**src/rtl/cmb_pkg.sv**
```systemverilog
`timescale 1ns/1ps
package cmb_pkg;
    typedef enum logic [1:0] {
        ST_HIDDEN  = 2'd0,
        ST_VISIBLE = 2'd1,
        ST_ACTIVE  = 2'd2
    } cmb_state_e;

    localparam logic [11:0] OFS_LOC    = 12'h038;
    localparam logic [11:0] OFS_SZ     = 12'h03C;
    localparam logic [11:0] OFS_CTL_LO = 12'h050;
    localparam logic [11:0] OFS_CTL_HI = 12'h054;

    localparam int CTL_REG_EN   = 0;
    localparam int CTL_MEM_EN   = 1;
    localparam int STS_BAD_BASE = 0;
    localparam int MB_SHIFT     = 20;

    // size word: [31:12] count, [11:8] unit, [4:0] support flags
    function automatic logic [31:0] sz_word(input int unsigned mb);
        logic [31:0] v;
        v = {mb[19:0], 4'd2, 3'b000, 5'b11101};
        return v;
    endfunction
endpackage

```
**src/rtl/cmb_ctl_fsm.sv**
```systemverilog
`timescale 1ns/1ps
module cmb_ctl_fsm
    import cmb_pkg::*;
#(
    parameter int          CBA_SHIFT  = 12,
    parameter logic [63:0] SIZE_BYTES = 64'h0040_0000,
    parameter bit          LEGACY     = 1'b0,
    parameter bit          CAP        = 1'b1
) (
    input  logic        clk,
    input  logic        rst_n,
    input  logic        wr_en,
    input  logic [11:0] wr_addr,
    input  logic [63:0] wr_data,
    input  logic        wr_size8,
    output cmb_state_e  state_q,
    output logic [63:0] ctl_q,
    output logic [31:0] sts_q,
    output logic [63:0] base_q
);
    localparam cmb_state_e RST_STATE = LEGACY ? ST_ACTIVE : ST_HIDDEN;

    logic        lo_wr, hi_wr, wraps;
    logic [63:0] merged, cand_base;
    logic [64:0] end_sum;
    cmb_state_e  eval_state, state_d;

    assign lo_wr     = wr_en && CAP && (wr_addr == OFS_CTL_LO);
    assign hi_wr     = wr_en && CAP && (wr_addr == OFS_CTL_HI);
    assign merged    = wr_size8 ? wr_data : {ctl_q[63:32], wr_data[31:0]};
    assign cand_base = (merged >> CBA_SHIFT) << CBA_SHIFT;
    assign end_sum   = {1'b0, cand_base} + {1'b0, SIZE_BYTES};
    assign wraps     = end_sum[64];

    always_comb begin
        if (!merged[CTL_REG_EN])
            eval_state = ST_HIDDEN;
        else if (!merged[CTL_MEM_EN] || wraps)
            eval_state = ST_VISIBLE;
        else
            eval_state = ST_ACTIVE;
    end

    always_comb begin
        state_d = state_q;
        unique case (state_q)
            ST_HIDDEN:  if (lo_wr) state_d = eval_state;
            ST_VISIBLE: if (lo_wr) state_d = eval_state;
            ST_ACTIVE:  if (lo_wr) state_d = eval_state;
            default:    state_d = RST_STATE;
        endcase
    end

    always_ff @(posedge clk) begin
        if (!rst_n) state_q <= RST_STATE;
        else        state_q <= state_d;
    end

    always_ff @(posedge clk) begin
        if (!rst_n) begin
            ctl_q  <= '0;
            sts_q  <= '0;
            base_q <= '0;
        end else begin
            if (lo_wr) begin
                ctl_q <= merged;
                if (merged[CTL_REG_EN] && merged[CTL_MEM_EN]) begin
                    if (wraps) sts_q[STS_BAD_BASE] <= 1'b1;
                    else       base_q <= cand_base;
                end
            end else if (hi_wr) begin
                ctl_q[63:32] <= wr_data[31:0];
            end
        end
    end
endmodule

```
**src/rtl/cmb_id_regs.sv**
```systemverilog
`timescale 1ns/1ps
module cmb_id_regs
    import cmb_pkg::*;
#(
    parameter int          SIZE_MB = 4,
    parameter logic [2:0]  BAR_IND = 3'd2
) (
    input  cmb_state_e  state_q,
    output logic [31:0] loc_q,
    output logic [31:0] sz_q,
    output logic        win_en
);
    localparam logic [31:0] SZ_VAL  = sz_word(SIZE_MB);
    localparam logic [31:0] LOC_VAL = {29'd0, BAR_IND};

    always_comb begin
        loc_q  = '0;
        sz_q   = '0;
        win_en = 1'b0;
        unique case (state_q)
            ST_HIDDEN: ;
            ST_VISIBLE: begin
                loc_q = LOC_VAL;
                sz_q  = SZ_VAL;
            end
            ST_ACTIVE: begin
                loc_q  = LOC_VAL;
                sz_q   = SZ_VAL;
                win_en = 1'b1;
            end
            default: ;
        endcase
    end
endmodule

```
**src/rtl/cmb_win_decode.sv**
```systemverilog
`timescale 1ns/1ps
module cmb_win_decode #(
    parameter logic [63:0] SIZE_BYTES = 64'h0040_0000
) (
    input  logic        en,
    input  logic [63:0] base,
    input  logic [63:0] addr,
    output logic        hit,
    output logic [63:0] off
);
    logic [64:0] lim;
    assign lim = {1'b0, base} + {1'b0, SIZE_BYTES};
    assign hit = en && (addr >= base) && ({1'b0, addr} < lim);
    assign off = addr - base;
endmodule

```
**src/rtl/cmb_cfg_regs.sv**
```systemverilog
`timescale 1ns/1ps
module cmb_cfg_regs
    import cmb_pkg::*;
#(
    parameter int         SIZE_MB   = 4,
    parameter int         CBA_SHIFT = 12,
    parameter logic [2:0] BAR_IND   = 3'd2,
    parameter bit         LEGACY    = 1'b0
) (
    input  logic        clk,
    input  logic        rst_n,
    input  logic        wr_en,
    input  logic [11:0] wr_addr,
    input  logic [63:0] wr_data,
    input  logic        wr_size8,
    input  logic [63:0] bar_base,
    input  logic [63:0] acc_addr,
    output logic        cap_o,
    output logic [63:0] ctl_q,
    output logic [31:0] loc_q,
    output logic [31:0] sz_q,
    output logic [31:0] sts_q,
    output logic        win_en,
    output logic [63:0] win_base,
    output logic        hit,
    output logic [63:0] hit_off
);
    localparam logic [63:0] SIZE_BYTES = 64'(SIZE_MB) << MB_SHIFT;
    localparam bit          CAP        = (SIZE_MB != 0);

    cmb_state_e  state_q;
    logic [63:0] prog_base;

    assign cap_o = CAP;

    cmb_ctl_fsm #(
        .CBA_SHIFT(CBA_SHIFT), .SIZE_BYTES(SIZE_BYTES),
        .LEGACY(LEGACY), .CAP(CAP)
    ) u_fsm (
        .clk(clk), .rst_n(rst_n), .wr_en(wr_en), .wr_addr(wr_addr),
        .wr_data(wr_data), .wr_size8(wr_size8), .state_q(state_q),
        .ctl_q(ctl_q), .sts_q(sts_q), .base_q(prog_base)
    );

    cmb_id_regs #(.SIZE_MB(SIZE_MB), .BAR_IND(BAR_IND)) u_id (
        .state_q(state_q), .loc_q(loc_q), .sz_q(sz_q), .win_en(win_en)
    );

    generate
        if (LEGACY) begin : g_legacy_base
            assign win_base = bar_base;
        end else begin : g_prog_base
            assign win_base = prog_base;
        end
    endgenerate

    cmb_win_decode #(.SIZE_BYTES(SIZE_BYTES)) u_dec (
        .en(win_en), .base(win_base), .addr(acc_addr),
        .hit(hit), .off(hit_off)
    );
endmodule

```
**config.mk**
```make
export PLATFORM = sky130hd
export DESIGN_NAME = cmb_cfg_regs
export DESIGN_NICKNAME = d
export VERILOG_FILES = /design/src/rtl/cmb_pkg.sv /design/src/rtl/cmb_ctl_fsm.sv /design/src/rtl/cmb_id_regs.sv /design/src/rtl/cmb_win_decode.sv /design/src/rtl/cmb_cfg_regs.sv
export SDC_FILE = /design/constraint.sdc
export NUM_CORES = 1
export LEC_CHECK = 0
export BUFFER_PORTS_ARGS = -buffer_cell sky130_fd_sc_hd__buf_2
export CAP_MARGIN = 20
export CORE_AREA = 10 10 187 189
export CTS_BUF_LIST = sky130_fd_sc_hd__clkbuf_4 sky130_fd_sc_hd__clkbuf_8
export DETAILED_ROUTE_END_ITERATION = 16
export DIE_AREA = 0 0 197 199
export GPL_TIMING_DRIVEN = 0
export HOLD_SLACK_MARGIN = 0.06
export PLACE_DENSITY = 0.73
export SYNTH_ARGS = -nofsm -noshare
export SYNTH_HDL_FRONTEND = slang
export SYNTH_HIERARCHICAL = 1
export SYNTH_SLANG_ARGS = --single-unit
```
**constraint.sdc**
```tcl
create_clock -name clk -period 3.7 [get_ports clk]
set_input_delay 0.74 -clock clk [delete_from_list [all_inputs] [get_ports clk]]
set_output_delay 0.74 -clock clk [all_outputs]
set_load 0.02 [all_outputs]
```
# Yosys cells after proc, flatten, opt, wreduce, memory -nomap -nowiden
# Index checks and enable logic that the tools add are counted.
# word_totals
reg_bits	119
inputBits	208
word_cells	37
# op_classes
n_addsub	3
n_lt_le_gt_ge	2
eq_ne	4
mux	8
n_bitwise	1
n_reduce_logical	14
# ops
operator	count
$add 64x23->65 const B	2
$lt 64x65->1	1
$ge 64x64->1	1
$mux 32	2
$mux 64	1
$sub 64x64->64	1
$eq 12x7->1 const B	2
$mux 15	1
$mux 2	3
$reduce_and 3->1	2
$logic_and 1x1->1	5
$reduce_or 3->1	1
$eq 2x1->1 const B	1
$eq 2x2->1 const B	1
$logic_not 2->1	1
$reduce_and 2->1	1
$reduce_bool 2->1	1
$reduce_or 2->1	1
$logic_not 1->1	1
$logic_or 1x1->1	1
$mux 1	1
$not 1->1	1

# Depth between registers and ports, before layout
# depth
ltp_word	5
ltp_mapped	19

# Hierarchy
# The synthesis kept the hierarchy.
# modules_own_cells
mod	instances	cells_each	area_per_inst_um2
cmb_win_decode	1	815	5626.6
cmb_ctl_fsm	1	691	5494.0
cmb_id_regs	1	67	496.7
cmb_cfg_regs	1	2	11.3

# Worst setup path after synthesis
# No wires, ideal clock.
# synth_timing
path_type	flip-flop to output port
start	reg u_fsm.base_q[26]
end	out hit
arrival_ns	3.724
required_ns	2.960
setup_slack_ns	-0.764
stages_incl_launch_ff	17
path_buffers	0
path_cell_list	dfxtp_1 > inv_1 > nor4_4 > nand4_1 > nor4_1 > nand2_1 > xnor2_1 > ha_1 > a21o_1 > a21o_1 > a21oi_1 > o21ai_0 > a2111oi_0 > o311ai_0 > a31oi_1 > o21ai_0 > a21oi_1
# synth_between
elab_chain_cells	3
elab_cells_between_ends	5
cone_classes	add/sub: 1; order compare: 2; reduce/logical: 2
# synth_rtl
item	line	source
start: declaration	cmb_ctl_fsm.sv:19	output logic [63:0] base_q
start signal: assignment	cmb_ctl_fsm.sv:69	else base_q <= cand_base;
$add 64x23->65 or $ge 64x64->1 (tied branches)	cmb_win_decode.sv:12, cmb_win_decode.sv:13	
$lt 64x65->1 or $logic_and 1x1->1 (tied branches)	cmb_win_decode.sv:13	assign hit = en && (addr >= base) && ({1'b0, addr} < lim);
$logic_and 1x1->1 (*)	cmb_win_decode.sv:13	
end: declaration	cmb_cfg_regs.sv:25	output logic hit,
# Mark *: on every way between the ends. The rest lies on a longest branch, timed or not.

# Worst setup path in the final report
# layout_timing
start	reg u_fsm.base_q[24]
end	out hit
# The elaborated chain is that of the path after synthesis.

==> out/qor.txt <==
Status: finished with violations
Failing checks: setup timing
DR vias/cell: 5.32
Worst path bufs/invs: 5
WHS: 454 ps
Top cell family by delay on the critical path: compound AO/OA/AOI/OAI gates
Critical path origin: u_fsm/base_q[24]$_SDFFE_PN0P_
First-pass iteration count of the detailed router: 5
Vias in the first global route: 13300
Power density cells: 235 nW/µm²
CTS buffer count: 17
Hold Path End: u_fsm/ctl_q[19]$_SDFFE_PN0P_
All-Layer GR Usage: 25.3%
Worst setup EP type: output pin
First-pass GRT wire length: 78000 µm
Ys Warns: 6
Period utilization: 131%
Setup Viol. Count Final: 28
Largest net degree at the start of global routing: 17
H-tree Lvls: 4
Layout net count: 2454
CP max stage delay: 380 ps
Clk_lat worst skew: 440 ps
Hold Startpoint: u_fsm/ctl_q[19]$_SDFFE_PN0P_
CTS tree: built
Setup slack, reg-to-reg: 1180 ps
CP cell instances: inv_4, nor4_4, buf_4, and3_4, nand4_1, buf_6, nor3_4, xnor2_1, ha_1, a21o_1, a21o_1, a21oi_2, o21ai_2, a2111oi_2, buf_4, o311ai_4, a31oi_4, o21ai_2, a21oi_2, buf_6
Grt ovf: 0
Port bufs: 332
Mapped Area: 11600 µm²
Area Growth Syn to Fin: 51.5%
Via count: 13600
Worst r2r path cells: 7
Antenna viol nets, final: 0
Core region area: 31200 µm²
CP max FO: 5
HP Class: flop to flop
CP required: 2960 ps
Avg WL per Cell: 21.0 µm
CTS Sinks: 119
Share of post-route cells with drive strength above 1: 42.5%
F_max: 206 MHz
Drt first-iter violations: 1213
# fillers: 2873
Setup Skew: 7.45 ps
IO Count: 499
Worst slack, placed: -1630 ps
Clock buffer depth: 2
Routed WL: 53800 µm
FP Rows: 65
Unrepaired setup endpoints after global routing: yes
Worst flop-to-flop path startpoint: u_fsm/ctl_q[35]$_SDFFE_PN0P_
Seq cells post-synth: 119
Startpoint types: flop
Hold path depth: 2
Final worst slack: -1140 ps
Max Cap Violations: 0
DRC: 0
Initial Utilization: 37.2%
Worst EP arrival: 4100 ps
Post-synth top flop: dfxtp_1
Rel. slew slack: 58.5%
Syn Inst Count: 1575
Initial antenna violation count: 13
Worst vdd ir: 0.332 mV
DIE WIDTH: 197 µm
WS Path Type: flop to output pin
Hold Fails Final Rpt: 0
Synth cell types: 83
Worst-Margin Slew: 623 ps
Die ar.: 39200 µm²
Async SR Flop Fraction: 0%
Fin Setup TNS: -10380 ps
Post-synthesis sequential area ratio: 20.5%
Post-synth EDFFs: 0
Syn Area/Cell: 7.38 µm²
GPL Wtd Cong: 0.984
Leakage: 7.71 nW
Die outline height: 199 µm
Worst-path clk slew: 70 ps
Fin. max-slew vios: 0
Root Driver: clkbuf_8
FF-to-FF End: u_fsm/base_q[29]$_SDFFE_PN0P_
DP HPWL: 42700 µm
CTS Hold Bufs: 0
Tmin final: 4840 ps
Critical Path Slowest Stage Cell: dfxtp_4
## kinds of logic after synthesis
logic type	after synthesis	synth area share, %
flip-flops	119	20.5
buffers and inverters	280	13.0
multiplexers	29	2.53
XOR/XNOR	100	7.53
AO/OA/AOI/OAI	458	24.8
AND/OR/NAND/NOR	477	19.8
other	3	0.0968
adder cells (fa/ha/maj)	109	11.8
## worst min-delay path: cells and delay by family (launching register included)
family,cells,cell delay [ps]
flip-flops,1,310
AND/OR/NAND/NOR,1,50
AO/OA/AOI/OAI,1,50
## metal layers
layer  vias up  part of all wire, %  global-route usage (%)  wire length [µm]
met2       677                   48                    43.0             25700
met5         -                 0.12                       0                64
met4        10                  4.4                    10.8              2370
met3       124                  8.1                    6.62              4340
met1      6292                   40                    29.5             21300
li1       6519                    -                       -                 -
## state kept, by name (all words and copies together), names as in the netlist
name           count
u_fsm/ctl_q       64
u_fsm/base_q      52
u_fsm/state_q      2
u_fsm/sts_q        1
## synth_stat cells (all sizes together) (12+ instances only)
cell	count	area (µm²)
o21ai	66	334
a21o	57	428
a31oi	12	81.3
dfxtp	119	2380
nor3	37	200
ha	108	1350
nand2	142	533
clkbuf	46	174
xnor2	86	753
mux2i	26	260
nand4	46	288
nor2b	21	131
and3	17	106
a211oi	29	223
nor2	119	449
buf	137	975
inv	97	364
xor2	14	123
nand3	53	265
a21oi	219	1100
## timing repair
item                                    in CTS  in global routing
hold endpoints to repair                     0                  0
resized for setup                          281                130
setup buffers                               96                 48
pin swaps                                   98                 81
endpoints found under the setup margin      35                 35
## metrics by stage
step | utilization [%] | std cells | power, mW | area (µm²)
after global routing | 56.4 | 2557 | 4.31 | 17600
after global placement | 46.8 | 2407 | 2.55 | 14600
final | 56.4 | 2561 | 4.14 | 17600
after CTS | 53.6 | 2515 | 3.99 | 16700
after floorplan | - | 1673 | 2.17 | 12500
after detailed placement | 46.8 | 2407 | 2.56 | 14600
## where the power goes
group	internal [mW]	total [mW]	switching, mW	leakage, nW
Sequential	1.27	1.27	0.000122	0.982
Combinational	0.707	1.61	0.905	6.53
Clock	0.687	1.26	0.570	0.194
## placed cells by master, fill, tap and decap left out, types with 46 or more instances in the layout
master,instances
inv_1,73
a21o_1,57
ha_1,62
a21oi_1,190
nand4_1,46
buf_4,211
nand3_1,47
buf_6,62
dfxtp_1,84
conb_1,101
xnor2_1,68
buf_2,304
nand2_1,133
nor2_1,106
## layout make-up
cell class	instances	area (µm²)	share of cell area [%]
diodes	9	22.5	0.128
plain buffers	174	1190	6.75
clock buffers	18	248	1.41
clock inverters	14	175	0.995
inverters	97	389	2.21
multi-input cells	1274	9700	55.1
flip-flops and latches	119	2470	14.0
well taps	402	503	2.86
repair buffers	454	2910	16.5
## how the worst max path moves through the flow
stage               endpoint  slack, ps  cells past startpoint
floorplan                hit       -450                     19
global placement         hit      -1630                     17
detailed placement       hit      -1630                     17
CTS                      hit      -1080                     20
global route             hit      -1410                     21
finish                   hit      -1140                     20
No activity file was read; power rests on OpenSTA's default activity.
